--- src/rtl/wfi_ctrl_pkg.sv ---
package wfi_ctrl_pkg;

    typedef enum logic {
        ST_ACTIVE  = 1'b0,
        ST_WAITING = 1'b1
    } hart_st_e;

    typedef enum logic [2:0] {
        OC_NONE     = 3'd0,
        OC_RET_OK   = 3'd1,
        OC_RET_ILL  = 3'd2,
        OC_TAKE_IRQ = 3'd3,
        OC_FETCH    = 3'd4,
        OC_WAIT     = 3'd5
    } outcome_e;

    typedef struct packed {
        logic ret_ok;
        logic ret_ill;
        logic take_irq;
        logic fetch;
        logic waiting;
    } outcome_vec_t;

    localparam logic [1:0] PRIV_U = 2'b00;
    localparam logic [1:0] PRIV_S = 2'b01;
    localparam logic [1:0] PRIV_M = 2'b11;

endpackage

--- src/rtl/wfi_wake_detect.sv ---
module wfi_wake_detect #(
    parameter int IRQ_W = 32
) (
    input  logic [IRQ_W-1:0] pend,
    input  logic [IRQ_W-1:0] en,
    output logic             wake
);
    localparam int LAST = IRQ_W - 1;

    logic [IRQ_W-1:0] masked;
    logic [IRQ_W-1:0] chain;

    assign masked = pend & en;

    // running OR across the masked sources
    assign chain[0] = masked[0];
    generate
        for (genvar i = 1; i < IRQ_W; i++) begin : g_or
            assign chain[i] = chain[i-1] | masked[i];
        end
    endgenerate

    assign wake = chain[LAST];
endmodule

--- src/rtl/wfi_exit_policy.sv ---
module wfi_exit_policy
    import wfi_ctrl_pkg::*;
(
    input  logic [1:0] cur_priv,
    input  logic       wait_trap_en,
    output logic       exit_legal
);
    always_comb begin
        exit_legal = (cur_priv == PRIV_M) || !wait_trap_en;
    end
endmodule

--- src/rtl/wfi_outcome_reg.sv ---
module wfi_outcome_reg
    import wfi_ctrl_pkg::*;
(
    input  logic         clk,
    input  logic         rst_n,
    input  logic         load,
    input  outcome_e     code,
    output outcome_vec_t vec_q,
    output logic         stepped_q
);
    outcome_vec_t vec_d;
    logic         stepped_d;

    always_comb begin
        vec_d     = '0;
        stepped_d = 1'b0;
        unique case (code)
            OC_RET_OK:   begin vec_d.ret_ok  = 1'b1; stepped_d = 1'b1; end
            OC_RET_ILL:  begin vec_d.ret_ill = 1'b1; stepped_d = 1'b1; end
            OC_TAKE_IRQ: vec_d.take_irq = 1'b1;
            OC_FETCH:    vec_d.fetch    = 1'b1;
            OC_WAIT:     vec_d.waiting  = 1'b1;
            default:     vec_d = '0;
        endcase
    end

    always_ff @(posedge clk or negedge rst_n) begin
        if (!rst_n) begin
            vec_q     <= '0;
            stepped_q <= 1'b0;
        end else if (load) begin
            vec_q     <= vec_d;
            stepped_q <= stepped_d;
        end else begin
            vec_q     <= '0;
            stepped_q <= 1'b0;
        end
    end


    onehot_outcome_chk: assert property (@(posedge clk) disable iff (!rst_n)
        $onehot0(vec_q));


    step_outcome_chk: assert property (@(posedge clk) disable iff (!rst_n)
        load |=> ($countones(vec_q) == 1));
endmodule

--- src/rtl/wfi_wait_ctrl.sv ---
module wfi_wait_ctrl
    import wfi_ctrl_pkg::*;
#(
    parameter int IRQ_W = 32
) (
    input  logic             clk,
    input  logic             rst_n,
    input  logic             step_en,
    input  logic             wait_insn,
    input  logic [IRQ_W-1:0] irq_pend,
    input  logic [IRQ_W-1:0] irq_en,
    input  logic             irq_dispatch,
    input  logic [1:0]       cur_priv,
    input  logic             wait_trap_en,
    input  logic             force_exit,
    output logic             oc_retire_ok,
    output logic             oc_retire_ill,
    output logic             oc_take_irq,
    output logic             oc_fetch,
    output logic             oc_waiting,
    output logic             oc_stepped,
    output logic             is_waiting
);
    hart_st_e     state_q, state_d;
    outcome_e     code;
    outcome_vec_t vec;
    logic         wake;
    logic         exit_legal;

    wfi_wake_detect #(.IRQ_W(IRQ_W)) u_wake (
        .pend (irq_pend),
        .en   (irq_en),
        .wake (wake)
    );

    wfi_exit_policy u_policy (
        .cur_priv     (cur_priv),
        .wait_trap_en (wait_trap_en),
        .exit_legal   (exit_legal)
    );

    // state register
    always_ff @(posedge clk or negedge rst_n) begin
        if (!rst_n) state_q <= ST_ACTIVE;
        else        state_q <= state_d;
    end

    // transition and outcome selection
    always_comb begin
        state_d = state_q;
        code    = OC_NONE;
        if (step_en) begin
            unique case (state_q)
                ST_ACTIVE: begin
                    if (irq_dispatch) begin
                        code = OC_TAKE_IRQ;            // DISPATCH
                    end else begin
                        code = OC_FETCH;               // RUN / ENTER_WAIT
                        if (wait_insn) state_d = ST_WAITING;
                    end
                end
                ST_WAITING: begin
                    if (wake) begin
                        code    = OC_RET_OK;           // WAKE
                        state_d = ST_ACTIVE;
                    end else if (force_exit) begin
                        code    = exit_legal ? OC_RET_OK : OC_RET_ILL;  // FORCED_EXIT
                        state_d = ST_ACTIVE;
                    end else begin
                        code = OC_WAIT;                // HOLD_WAIT
                    end
                end
                default: state_d = ST_ACTIVE;
            endcase
        end
    end

    // registered outcome stage
    wfi_outcome_reg u_out (
        .clk       (clk),
        .rst_n     (rst_n),
        .load      (step_en),
        .code      (code),
        .vec_q     (vec),
        .stepped_q (oc_stepped)
    );

    assign oc_retire_ok  = vec.ret_ok;
    assign oc_retire_ill = vec.ret_ill;
    assign oc_take_irq   = vec.take_irq;
    assign oc_fetch      = vec.fetch;
    assign oc_waiting    = vec.waiting;
    assign is_waiting    = (state_q == ST_WAITING);


    idle_quiet_chk: assert property (@(posedge clk) disable iff (!rst_n)
        !step_en |=> (!oc_retire_ok && !oc_retire_ill && !oc_take_irq &&
                      !oc_fetch && !oc_waiting && $stable(is_waiting)));


    dispatch_no_retire_chk: assert property (@(posedge clk) disable iff (!rst_n)
        (!is_waiting && step_en && irq_dispatch) |=>
            (oc_take_irq && !oc_stepped && !is_waiting));


    wake_retire_chk: assert property (@(posedge clk) disable iff (!rst_n)
        (is_waiting && step_en && wake) |=> (oc_retire_ok && oc_stepped && !is_waiting));


    ill_cause_chk: assert property (@(posedge clk) disable iff (!rst_n)
        oc_retire_ill |-> ($past(cur_priv) != PRIV_M && $past(wait_trap_en) &&
                           $past(force_exit) && !$past(wake)));


    hold_wait_chk: assert property (@(posedge clk) disable iff (!rst_n)
        (is_waiting && step_en && !wake && !force_exit) |=>
            (oc_waiting && !oc_stepped && is_waiting));
endmodule

--- config.mk ---
export PLATFORM = sky130hd
export DESIGN_NAME = wfi_wait_ctrl
export DESIGN_NICKNAME = d
export VERILOG_FILES = /design/src/rtl/wfi_ctrl_pkg.sv /design/src/rtl/wfi_wake_detect.sv /design/src/rtl/wfi_exit_policy.sv /design/src/rtl/wfi_outcome_reg.sv /design/src/rtl/wfi_wait_ctrl.sv
export SDC_FILE = /design/constraint.sdc
export NUM_CORES = 1
export LEC_CHECK = 0
export CAP_MARGIN = 10
export CORE_ASPECT_RATIO = 1.4
export CORE_MARGIN = 3
export CORE_UTILIZATION = 18
export DETAILED_ROUTE_END_ITERATION = 10
export PLACE_DENSITY = 0.82
export SLEW_MARGIN = 20
export SYNTH_ARGS = -nofsm -noshare
export SYNTH_HDL_FRONTEND = slang
export SYNTH_SLANG_ARGS = --single-unit
--- constraint.sdc ---
create_clock -name clk -period 1.4 [get_ports clk]
set_clock_uncertainty 0.05 [all_clocks]
set_input_delay 0.14 -clock clk [delete_from_list [all_inputs] [get_ports clk]]
set_output_delay 0.14 -clock clk [all_outputs]
set_load 0.02 [all_outputs]
# [Yosys cells after proc, flatten, opt, wreduce, memory -nomap -nowiden]
# Cells that the tools add are included.
[totals] reg_bits=7 in_bits=73 out_inout_bits=7 wordCells=68
[op_classes] n_eq_ne=6 n_reduce_logical=3 bitwise=33 muxes=19
[ops] op="$and 32x32->32" count=1
[ops] op="$or 1x1->1" count=31
[ops] op="$mux 3" count=4
[ops] op="$mux 1" count=11
[ops] op="$eq 3x2->1 const B" count=2
[ops] op="$eq 3x3->1 const B" count=2
[ops] op="$pmux 3 s2" count=1
[ops] op="$mux 5" count=1
[ops] op="$eq 3x1->1 const B" count=1
[ops] op="$eq 2x2->1 const B" count=1
[ops] op="$mux 2" count=1
[ops] op="$pmux 1 s2" count=1
[ops] op="$reduce_or 2->1" count=1
[ops] op="$logic_not 1->1" count=1
[ops] op="$logic_or 1x1->1" count=1
[ops] op="$not 1->1" count=1

# [Logic depth before layout (Yosys ltp)]
[logic_depth] word_depth=39 depth_mapped=5 depth_no_buf=5

# [Cells and area by module]
# From an unflattened synthesis, not the netlist that was laid out.
[unflattened] hier_cells=49 area_unflattened_um2=480.5
[by_module_without_submodules] module="wfi_outcome_reg" area_each_um2=214.0 cells_per_inst=17 seq_area_each_um2=150.1 n_inst=1
[by_module_without_submodules] module="wfi_wake_detect" area_each_um2=157.7 cells_per_inst=21 seq_area_each_um2=0.0 n_inst=1
[by_module_without_submodules] module="wfi_wait_ctrl" area_each_um2=98.8 cells_per_inst=10 seq_area_each_um2=25.0 n_inst=1
[by_module_without_submodules] module="wfi_exit_policy" area_each_um2=10.0 cells_per_inst=1 seq_area_each_um2=0.0 n_inst=1

# [Worst setup path after synthesis]
# OpenSTA, ideal clock, no wires.
[synth_timing] kind="reg2reg" from="register state_q, in the netlist is_waiting" to="register u_out.vec_q[4] (netlist name)" stages_incl_launch_ff=5 slack_ns=-0.079 setup_time_ns=0.126 required_ns=1.224 period_less_slack_ns=1.479 arrival_ns=1.303 n_path_buf=1 cell_sequence="dfrtp_1 buf_2 nand4_2 or2_4 o311a_1"
[synth_via] elab_chain_cells=6
[synth_lines] item="start, declared" line="wfi_wait_ctrl.sv:24" source="hart_st_e state_q, state_d;"
[synth_lines] item="start signal, assigned" line="wfi_wait_ctrl.sv:45" source="else state_q <= state_d;"
[synth_lines] item="$not 1->1"
[synth_lines] item="$pmux 3 s2 *" line="wfi_wait_ctrl.sv:53" source="unique case (state_q)"
[synth_lines] item="$mux 3 *" line="wfi_wait_ctrl.sv:52" source="if (step_en) begin"
[synth_lines] item="$eq 3x1->1 *" line="wfi_outcome_reg.sv:17" source="unique case (code)"
[synth_lines] item="$mux 1 *" line="wfi_outcome_reg.sv:17"
[synth_lines] item="$mux 5 *" line="wfi_outcome_reg.sv:31" source="end else if (load) begin"
[synth_lines] item="end signal, assigned" line="wfi_outcome_reg.sv:32" source="vec_q <= vec_d;"
[synth_lines] item="end, declared" line="wfi_outcome_reg.sv:8" source="output outcome_vec_t vec_q,"
# Mark *: on every way between the ends. The rest lies on a longest branch, timed or not.
# A chain may end at the register's enable or synchronous reset.

# [Worst setup path in the final report]
[layout_timing] from="input port irq_en[25]" to="register u_out.stepped_q"
[layout_via] elab_chain_cells=15 elab_cells_between_ends=16 cone_classes="eq/ne: 2; mux: 5; bitwise: 8; reduce/logical: 1"
[layout_lines] item="start, declared" line="wfi_wait_ctrl.sv:11" source="input logic [IRQ_W-1:0] irq_en,"
[layout_lines] item="$and 32x32->32 *" line="wfi_wake_detect.sv:13" source="assign masked = pend & en;"
[layout_lines] item="$or 1x1->1 * (7 in a row)" line="wfi_wake_detect.sv:19" source="assign chain[i] = chain[i-1] | masked[i];"
[layout_lines] item="$mux 3 *" line="wfi_wait_ctrl.sv:63" source="if (wake) begin"
[layout_lines] item="$pmux 3 s2 *" line="wfi_wait_ctrl.sv:53"
[layout_lines] item="$mux 3 *" line="wfi_wait_ctrl.sv:52"
[layout_lines] item="$eq 3x2->1 or $eq 3x1->1 (tied branches)" line="wfi_outcome_reg.sv:17"
[layout_lines] item="$reduce_or 2->1 (no source line) *"
[layout_lines] item="$mux 1 *" line="wfi_outcome_reg.sv:17"
[layout_lines] item="$mux 1 *" line="wfi_outcome_reg.sv:31"
[layout_lines] item="end signal, assigned" line="wfi_outcome_reg.sv:33" source="stepped_q <= stepped_d;"
[layout_lines] item="end, declared" line="wfi_outcome_reg.sv:9" source="output logic stepped_q"
# Marks and branches as above.

==> flow_metrics.py <==
metrics = {
    "run_status": {
        "status": "completed",
    },
    "synth": {
        "synth.avg_cell_area_um2": 10.4,
        "ys_types": 22,
        "synth_area_leader_cell": "dfrtp_1",
        "yosysTopAreaCellShare_pct": 39.1,
        "syn_area_um2": 448,
        "synthTopCellsByArea": "dfrtp_1 (39%), a22o_1 (9.8%), a221oi_1 (7.8%)",
        "synth_seq_area_share_pct": 39.1,
        "syn-num-nets": 116,
        "ys_seq_elements": 7,
        "synthCells": 43,
        "yosysWarnings": 0,
    },
    "clock_tree": {
        "tritoncts": "done",
        "htree_levels": 1,
        "cts_root_buffer": "clkbuf_4",
        "cts_buffer_depth": 2,
        "cts_sinks": 7,
        "clkLatencyLatePin_ps": 250,
        "numCtsBuffers": 3,
        "clk_pin_slew_ps": 50,
    },
    "floorplanning": {
        "fp.coreArea_um2": 2280,
        "initial_core_util_pct": 19.7,
        "rows": 20,
        "die_x_um": 48.2,
        "pin_count": 80,
        "fp.dieArea_um2": 3130,
        "die_height_um": 65.0,
    },
    "route": {
        "vias": 775,
        "viasPerCell": 4.81,
        "drc": 0,
        "antenna_left": 0,
        "wirelength_um": 2320,
        "wl_per_cell_um": 14.4,
        "first_iter_violations": 11,
        "dr.pass1.iters": 4,
    },
    "critical_path": {
        "ff2ff_path_depth": 3,
        "crit_path_max_fanout": 5,
        "cp.arrival_ps": 1450,
        "worst_ep_required_time_ps": 1480,
        "end_kind": "flop",
        "worst-setup-path-type": "input pin to flop",
        "crit_path_start_kind": "input pin",
    },
    "final_layout": {
        "final_common_cell": "dlymetal6s2s_1",
        "fillCellCount": 172,
        "final_net_count": 202,
        "layoutNonFillerInstCount": 161,
        "drive_gt1_share_pct": 18.8,
        "final_cell_mix": "dlymetal6s2s_1 (34), clkdlybuf4s50_1 (18), dlygate4sd2_1 (12), clkdlybuf4s15_1 (11), dfrtp_1 (6)",
        "area_growth_pct": 218,
        "multiInputGateArea_um2": 314,
        "seq_area_um2": 176,
        "antennaDiodeCount": 0,
    },
    "placement": {
        "gp_congestion": 0.734,
        "io_buffers": 79,
        "placed_cells": 156,
        "place_hpwl_um": 1930,
    },
    "timing": {
        "worst_pin_slew_ps": 314,
        "period_minus_slack_ps": 1370,
        "finalHoldViolCount": 0,
        "max-slew-margin-rel_pct": 79.0,
        "slew_viol_final": 0,
        "post-route-period-util_pct": 97.9,
        "fmax_mhz": 730,
        "setup_viol": 0,
    },
    "power": {
        "total_power_mw": 0.680,
        "ir_drop_mv": 0.270,
        "leakage_nw": 0.871,
        "p_per_area_nw_per_um2": 477,
    },
    "global_route": {
        "grt_antenna_before_repair": 0,
        "globalRouteOverflowTotal": 0,
        "grt_pass1_wl_um": 3260,
        "grt_pass1_vias": 858,
        "track_usage_pct": 14.2,
        "grt_max_degree": 8,
    },
    "min_path": {
        "min_path_type": "input pin to asynchronous set/reset pin",
    },
    "run": {
        "maxCapViolCount": 0,
    },
}
==> cells by family (layout without fill, tap and decap cells) <==
family / Yosys count / after routing / share of synthesized area, %
AO/OA/AOI/OAI: 20 / 20 / 38.8
flip-flops: 7 / 7 / 39.1
AND/OR/NAND/NOR: 14 / 14 / 20.1
buffers and inverters: 2 / 87 / 1.95
==> timing repair <==
action | in CTS | in global routing
gates resized for setup | 31 | 58
setup buffers | 1 | 0
pin swaps | 12 | 19
endpoints found under the setup margin | 6 | 7
hold buffers | 0 | 0
==> stage by stage <==
step	util, %	setup TNS, ps	cell area [um2]	hold slack [ps]	setup WS (ps)
2_1_floorplan	-	0	452	-206	3.19
3_3_place_gp	56.7	-1840	1290	354	-442
3_5_place_dp	56.7	-1970	1290	372	-462
4_1_cts	57.8	0	1320	102	2.78
5_1_grt	62.6	-33.9	1430	122	-27.3
6_report	62.6	0	1430	95.1	30.1
==> flip-flops by register name (all words and copies together), names as in the netlist <==
name / count
is_waiting: 1
u_out.stepped_q: 1
u_out.vec_q: 5
==> power breakdown <==
group          leakage [nW]  internal (mW)  total (mW)  switching (mW)
sequential           0.0931          0.212       0.216         0.00368
combinational         0.763          0.194       0.284          0.0909
clock                0.0150          0.109       0.179          0.0709
total                 0.871          0.514       0.680           0.165
==> Yosys cell counts, drive strengths merged <==
cell / instances
nand2: 3
and2: 1
a21oi: 1
dfrtp: 7
o211ai: 1
o31ai: 1
nand2b: 1
buf: 1
nor3: 2
nor4b: 1
nand4: 3
nor4: 1
nor3b: 1
inv: 1
a22oi: 4
a221oi: 5
or2: 1
a222oi: 1
a22o: 5
o311a: 2
==> metal layers <==
layer | track usage [%] | wire [um]
met1 | 11.9 | 712
met2 | 24.7 | 1200
met3 | 8.06 | 349
met4 | 7.07 | 53
met5 | 0 | 0
==> layout make-up <==
| class | count | share of cell area [%] |
|---|---|---|
| inverter | 1 | 0.263 |
| timing repair buffer | 82 | 60.6 |
| sequential | 7 | 12.4 |
| tap | 33 | 2.90 |
| multi-input combinational | 34 | 22.0 |
| clock buffer | 4 | 1.84 |
==> path summary, 6_finish.rpt <==
| kind | to | slack [ps] | from |
|---|---|---|---|
| setup / recovery | u_out.stepped_q | 30 | irq_en[25] |
| max in group asynchronous | is_waiting | 940 | rst_n |
| setup reg to reg | u_out.stepped_q | 120 | is_waiting |
| hold reg to reg | u_out.vec_q[2] | 560 | is_waiting |
| min in group clk | u_out.vec_q[3] | 310 | irq_pend[0] |
| hold / removal | u_out.vec_q[4] | 100 | rst_n |
==> worst max-delay path, cell delays in order <==
cell and delay, ps:
clkdlybuf4s50_1 420, a22oi_2 140, nand4_2 110, or2_4 290, o311a_1 350
(Power assumes the default switching activity.)
